File: src/rtl/pdm_stereo_rx.sv
module pdm_stereo_rx #(
  parameter int DIV_W    = 8,
  parameter int SETTLE_W = 16,
  parameter int WIN_W    = 8
) (
  input  logic                clk,
  input  logic                rst_n,
  input  logic                enable,
  input  logic [DIV_W-1:0]    half_div,
  input  logic [SETTLE_W-1:0] settle_len,
  input  logic                invert_l,
  input  logic                invert_r,
  input  logic [WIN_W-1:0]    win_len,
  output logic                pdm_clk,
  input  logic                pdm_dat,
  output logic                left_bit,
  output logic                left_vld,
  output logic                right_bit,
  output logic                right_vld,
  output logic [WIN_W:0]      left_ones,
  output logic                left_ones_vld,
  output logic [WIN_W:0]      right_ones,
  output logic                right_ones_vld
);

  localparam logic [DIV_W-1:0]    ONE_D = 1;
  localparam logic [SETTLE_W-1:0] ONE_S = 1;
  localparam logic [WIN_W-1:0]    ONE_W = 1;

  logic [DIV_W-1:0]    div_cnt;
  logic                clk_q;
  logic [SETTLE_W-1:0] settle_cnt;

  wire tick    = enable && (div_cnt == half_div - ONE_D);
  wire rise_ev = tick && !clk_q;
  wire fall_ev = tick && clk_q;
  wire settled = (settle_cnt >= settle_len);

  always_ff @(posedge clk) begin
    if (!rst_n || !enable) begin
      div_cnt    <= '0;
      clk_q      <= 1'b0;
      settle_cnt <= '0;
    end else if (tick) begin
      div_cnt <= '0;
      clk_q   <= ~clk_q;
      if (!clk_q && !settled) settle_cnt <= settle_cnt + ONE_S;
    end else begin
      div_cnt <= div_cnt + ONE_D;
    end
  end

  assign pdm_clk = clk_q;

  wire ev  [2];
  wire inv [2];
  assign ev[0]  = fall_ev;
  assign ev[1]  = rise_ev;
  assign inv[0] = invert_l;
  assign inv[1] = invert_r;

  logic           bit_q      [2];
  logic           vld_q      [2];
  logic           ones_vld_q [2];
  logic [WIN_W:0] acc_q      [2];
  logic [WIN_W:0] ones_q     [2];
  logic [WIN_W-1:0] scnt_q   [2];

  for (genvar c = 0; c < 2; c++) begin : g_ch
    wire smp = pdm_dat ^ inv[c];
    wire [WIN_W:0] acc_nx = acc_q[c] + {{WIN_W{1'b0}}, smp};

    always_ff @(posedge clk) begin
      if (!rst_n) begin
        bit_q[c]      <= 1'b0;
        vld_q[c]      <= 1'b0;
        ones_vld_q[c] <= 1'b0;
        acc_q[c]      <= '0;
        ones_q[c]     <= '0;
        scnt_q[c]     <= '0;
      end else begin
        vld_q[c]      <= 1'b0;
        ones_vld_q[c] <= 1'b0;
        if (!enable) begin
          acc_q[c]  <= '0;
          scnt_q[c] <= '0;
        end else if (ev[c] && settled) begin
          bit_q[c] <= smp;
          vld_q[c] <= 1'b1;
          if (scnt_q[c] == win_len - ONE_W) begin
            ones_q[c]     <= acc_nx;
            ones_vld_q[c] <= 1'b1;
            acc_q[c]      <= '0;
            scnt_q[c]     <= '0;
          end else begin
            acc_q[c]  <= acc_nx;
            scnt_q[c] <= scnt_q[c] + ONE_W;
          end
        end
      end
    end
  end

  assign left_bit       = bit_q[0];
  assign left_vld       = vld_q[0];
  assign left_ones      = ones_q[0];
  assign left_ones_vld  = ones_vld_q[0];
  assign right_bit      = bit_q[1];
  assign right_vld      = vld_q[1];
  assign right_ones     = ones_q[1];
  assign right_ones_vld = ones_vld_q[1];


  off_clk_chk: assert property (@(posedge clk) disable iff (!rst_n)
    !enable |=> !pdm_clk);


  off_strobe_chk: assert property (@(posedge clk) disable iff (!rst_n)
    !enable |=> !(left_vld || right_vld));


  left_edge_chk: assert property (@(posedge clk) disable iff (!rst_n)
    left_vld |-> $fell(pdm_clk));


  right_edge_chk: assert property (@(posedge clk) disable iff (!rst_n)
    right_vld |-> $rose(pdm_clk));


  left_win_chk: assert property (@(posedge clk) disable iff (!rst_n)
    left_ones_vld |-> left_vld);


  right_win_chk: assert property (@(posedge clk) disable iff (!rst_n)
    right_ones_vld |-> right_vld);

endmodule

File: config.mk
export PLATFORM = sky130hd
export DESIGN_NAME = pdm_stereo_rx
export DESIGN_NICKNAME = d
export VERILOG_FILES = /design/src/rtl/pdm_stereo_rx.sv
export SDC_FILE = /design/constraint.sdc
export NUM_CORES = 1
export LEC_CHECK = 0
export BUFFER_PORTS_ARGS = -buffer_cell sky130_fd_sc_hd__clkbuf_2
export CORE_MARGIN = 3
export CORE_UTILIZATION = 45
export CTS_CLUSTER_SIZE = 28
export DETAILED_ROUTE_END_ITERATION = 10
export MAX_ROUTING_LAYER = met4
export SETUP_SLACK_MARGIN = 0.02
export SKIP_LAST_GASP = 1
export SYNTH_ARGS = -nofsm -noshare
export SYNTH_HDL_FRONTEND = slang
export SYNTH_SLANG_ARGS = --single-unit
File: constraint.sdc
create_clock -name clk -period 3.8 [get_ports clk]
set_input_delay 0.57 -clock clk [delete_from_list [all_inputs] [get_ports clk]]
set_output_delay 0.57 -clock clk [all_outputs]
set_load 0.005 [all_outputs]
==> impl_metrics.py, run 1 <==
metrics = {
    "critical_path": {
        "max_stage_delay_ps": 450,
        "path_class": "flop to flop",
        "crit_chain": "inv_1, ha_1, nand2b_1, a2111o_1, a311oi_2, nand2_1, nand3_1, nand2_1",
        "reg2reg_slack_ps": 870,
        "worst_ep_required_time_ps": 3740,
        "cp-end-kind": "flop",
        "cp_max_fo": 17,
        "cpLargestDelayFamily": "simple AND/OR/NAND/NOR gates",
        "crit_buf_inv": 1,
        "crit_top_cell": "nand2_1",
        "start_kind": "flop",
        "slowest_stage": "nand2_1",
        "cp.arrival_ps": 2870,
    },
    "floorplan": {
        "die_w_um": 111,
        "design.portCount": 63,
        "die_area_um2": 12300,
        "initial_utilization_pct": 47.2,
        "core_um2": 10500,
        "die_h_um": 111,
        "rows": 37,
    },
    "layout": {
        "finalNetCount": 638,
        "num_antenna_cells": 0,
        "fillers": 993,
        "syn_to_final_growth_pct": 12.3,
        "drive_above_1_share_pct": 16.6,
    },
    "routing": {
        "vias": 4004,
        "dr.pass1.iters": 4,
        "wire_per_inst_um": 15.0,
        "via_per_inst": 5.60,
        "wl_um": 10800,
        "drtAntennaViolNets": 0,
        "drt_iter0_drc": 246,
        "drc": 0,
    },
    "power": {
        "ir_drop_mv": 0.284,
        "finalPower_w": 0.00174,
        "p_leak_nw": 2.15,
        "powerDensity_nw_per_um2": 313,
    },
    "synth": {
        "yosysWarnings": 0,
        "synth-compound-area-share_pct": 11.1,
        "synthArstFlopShare_pct": 0,
        "synthFlopType": "edfxtp_1",
        "ys_top_cells_by_count": "edfxtp_1, nor3_1, nand2_1",
        "muxShareOfSynthArea_pct": 0.202,
        "synth_area_leaders": "edfxtp_1, dfxtp_1, ha_1, xor2_1, xnor2_1",
        "syn_area_um2": 4960,
        "synth-seq-area-share_pct": 44.2,
        "yosys.area.top_type": "edfxtp_1",
        "synth_top_area_share_pct": 32.1,
        "netlist_instances": 517,
        "synth_top_family_by_area": "simple AND/OR/NAND/NOR gates",
        "yosysMostFrequentCell": "edfxtp_1",
        "syn_area_per_cell_um2": 9.60,
        "synth_fa_ha_area_share_pct": 6.76,
        "yosys.area_share.simple_pct": 23.1,
        "synth-xor-area-share_pct": 10.2,
        "ys_seq_elements": 83,
        "ys_types": 60,
        "syn_nets": 581,
        "synth_edf_count": 53,
    },
    "clock_tree": {
        "clk_pin_slew_ps": 80,
        "hold_buffers": 0,
        "cts_root_buf": "clkbuf_8",
        "numCtsBuffers": 9,
        "cts_buffer_depth": 2,
        "cts_max_level": 3,
        "cts_resized": 0,
        "cts_sinks": 83,
        "insertion_delay_ps": 360,
        "post_cts_buffers": 0,
        "cts_tree": "yes",
    },
    "timing": {
        "setup-violations-final": 0,
        "finClkSkew_ps": 5.46,
        "rsz0062_at_grt": "no",
        "tightest_slew_ps": 735,
        "hold_viol": 0,
        "finalCritPeriodShare_pct": 77.1,
        "max_clock_freq_mhz": 341,
        "setup_tns_ps": 0,
        "relSlewSlack_pct": 50.9,
        "period_needed_ps": 2930,
        "finalMaxSlewViolations": 0,
    },
    "status": {
        "status": "finished clean",
    },
    "worst_hold_path": {
        "hold_path.class": "flop to flop",
    },
    "global_route": {
        "grt_use_total_pct": 18.4,
        "grt_pass1_wl_um": 18300,
        "grt_pass1_vias": 3842,
        "antenna_found_initial": 0,
        "gr-total-overflow": 0,
        "grt_max_degree": 33,
    },
    "placement": {
        "hpwlAfterDp_um": 7930,
        "io_buffers": 62,
        "gp_congestion": 0.885,
    },
    "flow_run": {
        "drv_cap": 0,
    },
}
where the power goes:
group          internal, W  switching (W)
logic            0.0000702      0.0000915
registers         0.000978      0.0000213
clock network     0.000241       0.000343
total              0.00129       0.000455
through the flow:
stage	instance area [µm²]	setup WS [ps]	hold WS (ps)	instances	util, %
global route	5570	678	513	715	53.0
CTS	5570	841	495	715	53.0
detailed placement	5390	543	478	699	51.3
floorplan	4960	842	456	517	-
finish	5570	871	492	715	53.0
global placement	5390	603	466	699	51.3
final cells by class:
class	instances	area [µm²]	share of cell area, %
clock inverters	7	52.6	0.943
clock buffers	9	124	2.22
flip-flops and latches	83	2190	39.4
inverters	30	113	2.02
multi-input cells	380	2550	45.8
well taps	136	170	3.05
repair buffers	70	370	6.65
logic make-up (layout without fill, tap and decap cells):
| group | after synthesis | count (layout) |
|---|---|---|
| flops | 83 | 83 |
| xor+xnor | 56 | 56 |
| simple gates | 217 | 217 |
| mux | 1 | 1 |
| compound gates | 79 | 79 |
| fa+ha+maj | 27 | 27 |
| buf+inv | 54 | 116 |
worst min-delay path, stage by stage, from the launching register on:
cell     delay, ps
dfxtp_1        330
o31ai_1         60
a21oi_1         60
registers in the layout (all words and copies together), names as in the netlist:
name and cells:
ones_vld_q 2, bit_q 2, settle_cnt 16, ones_q 18, vld_q 2, scnt_q 16, acc_q 18, div_cnt 8
pdm_clk 1
layer usage:
layer	global-route usage, %	part of all wire, %	routed length [µm]
met1	24.2	47	5080
met2	29.3	48	5130
met3	3.66	4.3	465
met4	4.27	0.79	85
met5	-	0	0
path summary, 6_finish.rpt:
kind | start | endpoint | cells past startpoint
max | settle_cnt[0] | acc_q[0][1] | 8
max reg2reg | settle_cnt[0] | acc_q[0][1] | 8
min | settle_cnt[15] | settle_cnt[15] | 2
min reg2reg | settle_cnt[15] | settle_cnt[15] | 2
cell usage in the layout, fill, tap and decap left out, types with 3 or more instances in the layout:
cell type   instances
buf_4               8
nor2_1             30
nand2b_1           11
edfxtp_1           53
and3_1             12
nand2_1            35
a21oi_1            25
and2_1              3
nand3_1            33
clkbuf_2           62
o211ai_1            3
and4_1              3
clkinvlp_4          3
dfxtp_1            30
nand4_1            13
or4_1              15
xor2_1             29
o31ai_1            16
o21ai_0             8
ha_1               26
nor3b_1             3
clkbuf_8            9
or3_1               3
nor3_1             45
xnor2_1            26
inv_1              30
No activity file was read; power rests on OpenSTA's default activity.
==> run 2, diff against run 1 <==
Clock period 3.8 ns to 2.9 ns, I/O delays scaled along.
==> run 2 against run 1 <==
Against the previous run:
- core utilization rose by 1.2 points
- clock-buffer cell count did not move
- first-iteration DRC count fell by 3.7%
- clock skew rose by 6.5 ps
- sequential cell count did not move
- routed wire length fell by 0.94%
- setup slack got worse by 640 ps
- critical endpoint is now scnt_q[1][2]
- die area did not move
- cell area rose by 2.2%
- power rose by 37%
==> impl_metrics.py, run 2 (same netlist as run 1, synthesis figures left out) <==
metrics = {
    "clock_tree": {
        "clk_pin_slew_ps": 90,
        "hold_buffers": 0,
        "cts_tree": "yes",
        "insertion_delay_ps": 360,
        "cts_root_buf": "clkbuf_8",
        "cts_max_level": 3,
        "numCtsBuffers": 9,
        "cts_buffer_depth": 2,
        "cts_sinks": 83,
    },
    "critical_path": {
        "r2r_cells": 7,
        "crit_chain": "ha_1, nand4_1, nor4_1, a311oi_2, nand2_1, o2111ai_2, nor3_1",
        "slowest_stage": "nor4_1",
        "cp.depth": 7,
        "cpLargestDelayFamily": "simple AND/OR/NAND/NOR gates",
        "start_kind": "flop",
        "crit_start": "settle_cnt[14]",
        "max_stage_delay_ps": 500,
        "path_class": "flop to flop",
        "r2r-start": "settle_cnt[14]",
        "r2r-end": "scnt_q[1][2]",
        "worst_ep_required_time_ps": 3080,
        "cp-end-kind": "flop",
        "reg2reg_slack_ps": 230,
        "cp_max_fo": 17,
        "crit_end": "scnt_q[1][2]",
        "crit_buf_inv": 0,
        "cp.arrival_ps": 2850,
    },
    "floorplan": {
        "core_um2": 10500,
        "die_area_um2": 12300,
        "die_w_um": 111,
        "rows": 37,
        "design.portCount": 63,
        "die_h_um": 111,
        "initial_utilization_pct": 47.2,
    },
    "placement": {
        "hpwlAfterDp_um": 7980,
        "dpl.cell_count": 706,
        "gp_congestion": 0.878,
        "io_buffers": 62,
    },
    "flow_run": {
        "drv_cap": 0,
    },
    "timing": {
        "rsz0062_at_grt": "yes",
        "tightest_slew_ps": 765,
        "holdWs_ps": 462,
        "max_clock_freq_mhz": 375,
        "finalMaxSlewViolations": 0,
        "finalCritPeriodShare_pct": 91.9,
        "finClkSkew_ps": 11.9,
        "hold_viol": 0,
        "setup-violations-final": 0,
        "period_needed_ps": 2670,
        "relSlewSlack_pct": 49.0,
    },
    "routing": {
        "drt_iter0_drc": 237,
        "vias": 4028,
        "wl_um": 10700,
        "drc": 0,
        "drtAntennaViolNets": 0,
        "via_per_inst": 5.58,
        "wire_per_inst_um": 14.8,
        "dr.pass1.iters": 4,
    },
    "layout": {
        "final_cells": 722,
        "largestRegisters": "acc_q (18), ones_q (18)",
        "drive_above_1_share_pct": 17.9,
        "syn_to_final_growth_pct": 14.7,
        "final_common_cell": "clkbuf_2",
        "mostFrequentLayoutCells": "clkbuf_2, edfxtp_1, nor3_1",
        "num_antenna_cells": 0,
        "finalNetCount": 645,
    },
    "global_route": {
        "grt_pass1_vias": 3901,
        "grt_use_total_pct": 18.3,
        "grt_max_degree": 36,
        "gr-total-overflow": 0,
        "antenna_found_initial": 0,
        "grt_pass1_wl_um": 18400,
    },
    "status": {
        "status": "finished clean",
    },
    "worst_hold_path": {
        "hold_path.class": "primary input to flop",
    },
    "power": {
        "powerDensity_nw_per_um2": 420,
        "p_leak_nw": 2.22,
        "ir_drop_mv": 0.227,
    },
}
## run 2: cell types whose count changed in the layout (fill, tap and decap cells not counted)
cell	previous run	this run
buf_12	0	3
buf_4	8	12
bufinv_16	0	1
clkinv_1	1	0
clkinvlp_4	3	2
dfxtp_1	30	29
dfxtp_2	0	1
inv_8	0	1
## run 2: power by group
group	leakage [nW]	total, W	switching [W]	internal [W]
Clock	0.0984	0.000864	0.000453	0.000411
Combinational	1.30	0.000219	0.000121	0.0000975
Sequential	0.818	0.00131	0.0000271	0.00128
## run 2: how the worst min path moves through the flow
stage                         from              to  cells after the start
floorplan           settle_cnt[15]  settle_cnt[15]                      2
CTS                       invert_r        bit_q[1]                      4
global route                 rst_n        bit_q[0]                      2
finish                       rst_n        bit_q[1]                      3
detailed placement  settle_cnt[15]  settle_cnt[15]                      2
global placement    settle_cnt[15]  settle_cnt[15]                      2
## run 2: stage by stage
step | power (W) | utilization (%) | setup slack (ps) | setup TNS (ps) | instance area (µm²)
after floorplan | 0.00146 | - | 77.1 | 0 | 4960
after global placement | 0.00155 | 52.2 | -1.73 | -1.88 | 5480
after detailed placement | 0.00156 | 52.2 | -19.1 | -32.2 | 5480
after CTS | 0.00242 | 54.1 | 185 | 0 | 5690
after global routing | 0.00251 | 54.2 | 10.3 | 0 | 5690
final | 0.00239 | 54.2 | 234 | 0 | 5690
## run 2: routing by layer
metal	part of all wire [%]	GRT usage, %	routed length, µm	vias to the layer above
li1	-	-	-	2025
met1	48	24.5	5140	1918
met2	47	28.8	4990	73
met3	3.8	2.78	404	12
met4	1.1	5.50	114	0
met5	0	-	0	-
## run 2: layout make-up
type | instances | area (µm²)
clock buffer | 9 | 124
clock inverter | 7 | 82.6
fill | 960 | 4820
inverter | 30 | 113
multi-input combinational | 380 | 2550
sequential | 83 | 2190
tap | 136 | 170
timing repair buffer | 77 | 460
## run 2: what timing repair did
action | in CTS | in global routing
setup buffers | 0 | 0
gates resized for setup | 0 | 1
endpoints found under the setup margin | 0 | 2
## run 2: tightest hold or removal path, cell delays in order
cell	delay, ps
clkbuf_2	180
nand2_1	100
mux2i_1	60
==> run 3, diff against run 2 <==
Settings changed: ABC_AREA set to 1, CORE_MARGIN 3 to 5.
==> run 3 against run 2 <==
Against the previous run:
- sequential cell count unchanged
- first-iteration DRC count decreased by 32%
- setup slack improved by 140 ps
- final cell count increased by 19%
- power increased by 16%
- clock skew decreased by 6.5 ps
- via count increased by 4.8%
- synthesized cell count increased by 24%
- critical endpoint is now ones_q[1][4]
- largest power group unchanged
==> impl_metrics.py, run 3 <==
metrics = {
    "power": {
        "powerDensity_nw_per_um2": 454,
        "finalPower_w": 0.00278,
        "p_leak_nw": 2.64,
        "ir_drop_mv": 0.262,
    },
    "synth": {
        "synthFlopType": "edfxtp_1",
        "synthArstFlopShare_pct": 0,
        "netlist_instances": 640,
        "synth_top_area_share_pct": 29.9,
        "yosys.area.top_type": "edfxtp_1",
        "synth_edf_count": 53,
        "syn_area_um2": 5320,
        "yosysMostFrequentCell": "nand2_1",
        "yosysWarnings": 0,
        "ys_types": 31,
        "syn_nets": 704,
        "ys_top_cells_by_count": "nand2_1, inv_1, nor2_1",
        "synth_area_leaders": "edfxtp_1, dfxtp_1, nand2_1, inv_1, xor2_1",
        "syn_area_per_cell_um2": 8.31,
        "synth-seq-area-share_pct": 41.2,
        "ys_seq_elements": 83,
    },
    "critical_path": {
        "crit_start": "settle_cnt[11]",
        "path_class": "flop to flop",
        "start_kind": "flop",
        "slowest_stage": "dfxtp_1",
        "worst_ep_required_time_ps": 2950,
        "crit_chain": "ha_1, nand2_1, inv_1, nand3_1, nor2_1, nand3_1, nand3_1, inv_1, nor2_4, inv_1, o21ai_0, buf_4",
        "cp_max_fo": 9,
        "cp.arrival_ps": 2570,
        "cp-end-kind": "flop",
        "r2r-start": "settle_cnt[11]",
        "max_stage_delay_ps": 380,
    },
    "layout": {
        "mostFrequentLayoutCells": "nand2_1, inv_1, nor2_1",
        "fin_area_um2": 6110,
        "drive_above_1_share_pct": 18.0,
        "finalNetCount": 776,
        "fillers": 1086,
        "num_antenna_cells": 0,
        "largestRegisters": "acc_q (18), ones_q (18)",
        "fin_util_pct": 53.1,
        "syn_to_final_growth_pct": 14.9,
        "final_common_cell": "nand2_1",
    },
    "clock_tree": {
        "insertion_delay_ps": 340,
        "cts_buffer_depth": 2,
        "cts_root_buf": "clkbuf_16",
        "hold_buffers": 0,
        "cts_tree": "yes",
        "numCtsBuffers": 9,
        "cts_resized": 0,
        "post_cts_buffers": 0,
        "cts_sinks": 83,
        "cts_max_level": 3,
        "clk_pin_slew_ps": 60,
    },
    "placement": {
        "place_ws_ps": 168,
        "place_area_um2": 5790,
        "gp_congestion": 0.894,
        "hpwlAfterDp_um": 8490,
        "io_buffers": 62,
    },
    "floorplan": {
        "core_um2": 11500,
        "design.portCount": 63,
        "die_area_um2": 14100,
        "initial_utilization_pct": 46.2,
        "die_h_um": 119,
        "rows": 39,
        "die_w_um": 119,
    },
    "status": {
        "status": "finished clean",
    },
    "timing": {
        "finClkSkew_ps": 5.43,
        "worst_slack_ps": 375,
        "finalMaxSlewViolations": 0,
        "max_clock_freq_mhz": 396,
        "rsz0062_at_grt": "no",
        "period_needed_ps": 2530,
        "relSlewSlack_pct": 68.0,
        "hold_viol": 0,
        "tightest_slew_ps": 475,
        "setup-violations-final": 0,
        "setup_tns_ps": 0,
        "finalCritPeriodShare_pct": 87.1,
    },
    "routing": {
        "drtAntennaViolNets": 0,
        "wire_per_inst_um": 12.9,
        "via_per_inst": 4.91,
        "drt_iter0_drc": 162,
        "vias": 4222,
        "drc": 0,
        "dr.pass1.iters": 4,
        "wl_um": 11100,
    },
    "worst_hold_path": {
        "hold_path.class": "primary input to flop",
        "hold_start": "invert_r",
    },
    "global_route": {
        "grt_use_total_pct": 17.2,
        "grt_pass1_vias": 4265,
        "grt_max_degree": 18,
        "grt_pass1_wl_um": 19400,
        "antenna_found_initial": 0,
        "gr-total-overflow": 0,
    },
    "flow_run": {
        "drv_cap": 0,
    },
}
-- run 3: changes by cell type after synthesis, sizes merged, moves of 11 or more --
cell and change:
nand3 +29, and3 -12, or4 -15, inv +64, nand2b -11, nor2 +77, o21ai +15, o31ai -16
nor3 -40, nand2 +94
-- run 3: final timing paths --
check                                    end  slack, ps  depth (start not counted)
worst max-delay path            ones_q[1][4]        370                         12
worst min-delay path                bit_q[1]        470                          4
worst max register to register  ones_q[1][4]        370                         12
worst min register to register    div_cnt[0]        480                          1
-- run 3: layout make-up --
cell class	count	area (µm²)	area share, %
inverter	94	353	5.77
clock inverter	5	76.3	1.25
sequential	83	2190	35.9
timing repair buffer	68	355	5.81
tap	143	179	2.93
clock buffer	11	243	3.97
multi-input combinational	456	2720	44.4
-- run 3: through the flow --
stage               cells  hold WS, ps
finish                860          467
floorplan             640          441
global placement      844          458
detailed placement    844          470
CTS                   860          466
global route          860          492
-- run 3: report_power, final --
group	internal [W]	leakage [nW]	switching, W	total, W
clock	0.000774	0.153	0.000462	0.00124
sequential	0.00128	0.817	0.0000239	0.00131
combinational	0.0000867	1.68	0.000146	0.000232
-- run 3: cells by family (layout without fill, tap and decap cells) --
group / after synthesis / in the layout / share of synthesized area (%)
AOI/OAI and AO/OA: 50 / 50 / 4.82
xor gates and xnor gates: 55 / 55 / 9.06
buffers and inverters: 101 / 178 / 7.74
adders and majority gates: 26 / 26 / 6.12
and+or+nand+nor: 325 / 325 / 31.1
DFF: 83 / 83 / 41.2
-- run 3: critical path: cells and delay by family (launching register included) --
family | cells | cell delay (ps)
AO/OA/AOI/OAI | 1 | 220
AND/OR/NAND/NOR | 6 | 780
flip-flops | 1 | 380
adder cells (fa/ha/maj) | 1 | 330
buffers and inverters | 4 | 510
-- run 3: metal layers --
metal / share of wire, % / track usage [%]
met1: 46 / 21.4
met2: 47 / 27.6
met3: 5.1 / 4.63
met4: 1.3 / 4.78
met5: 0 / -
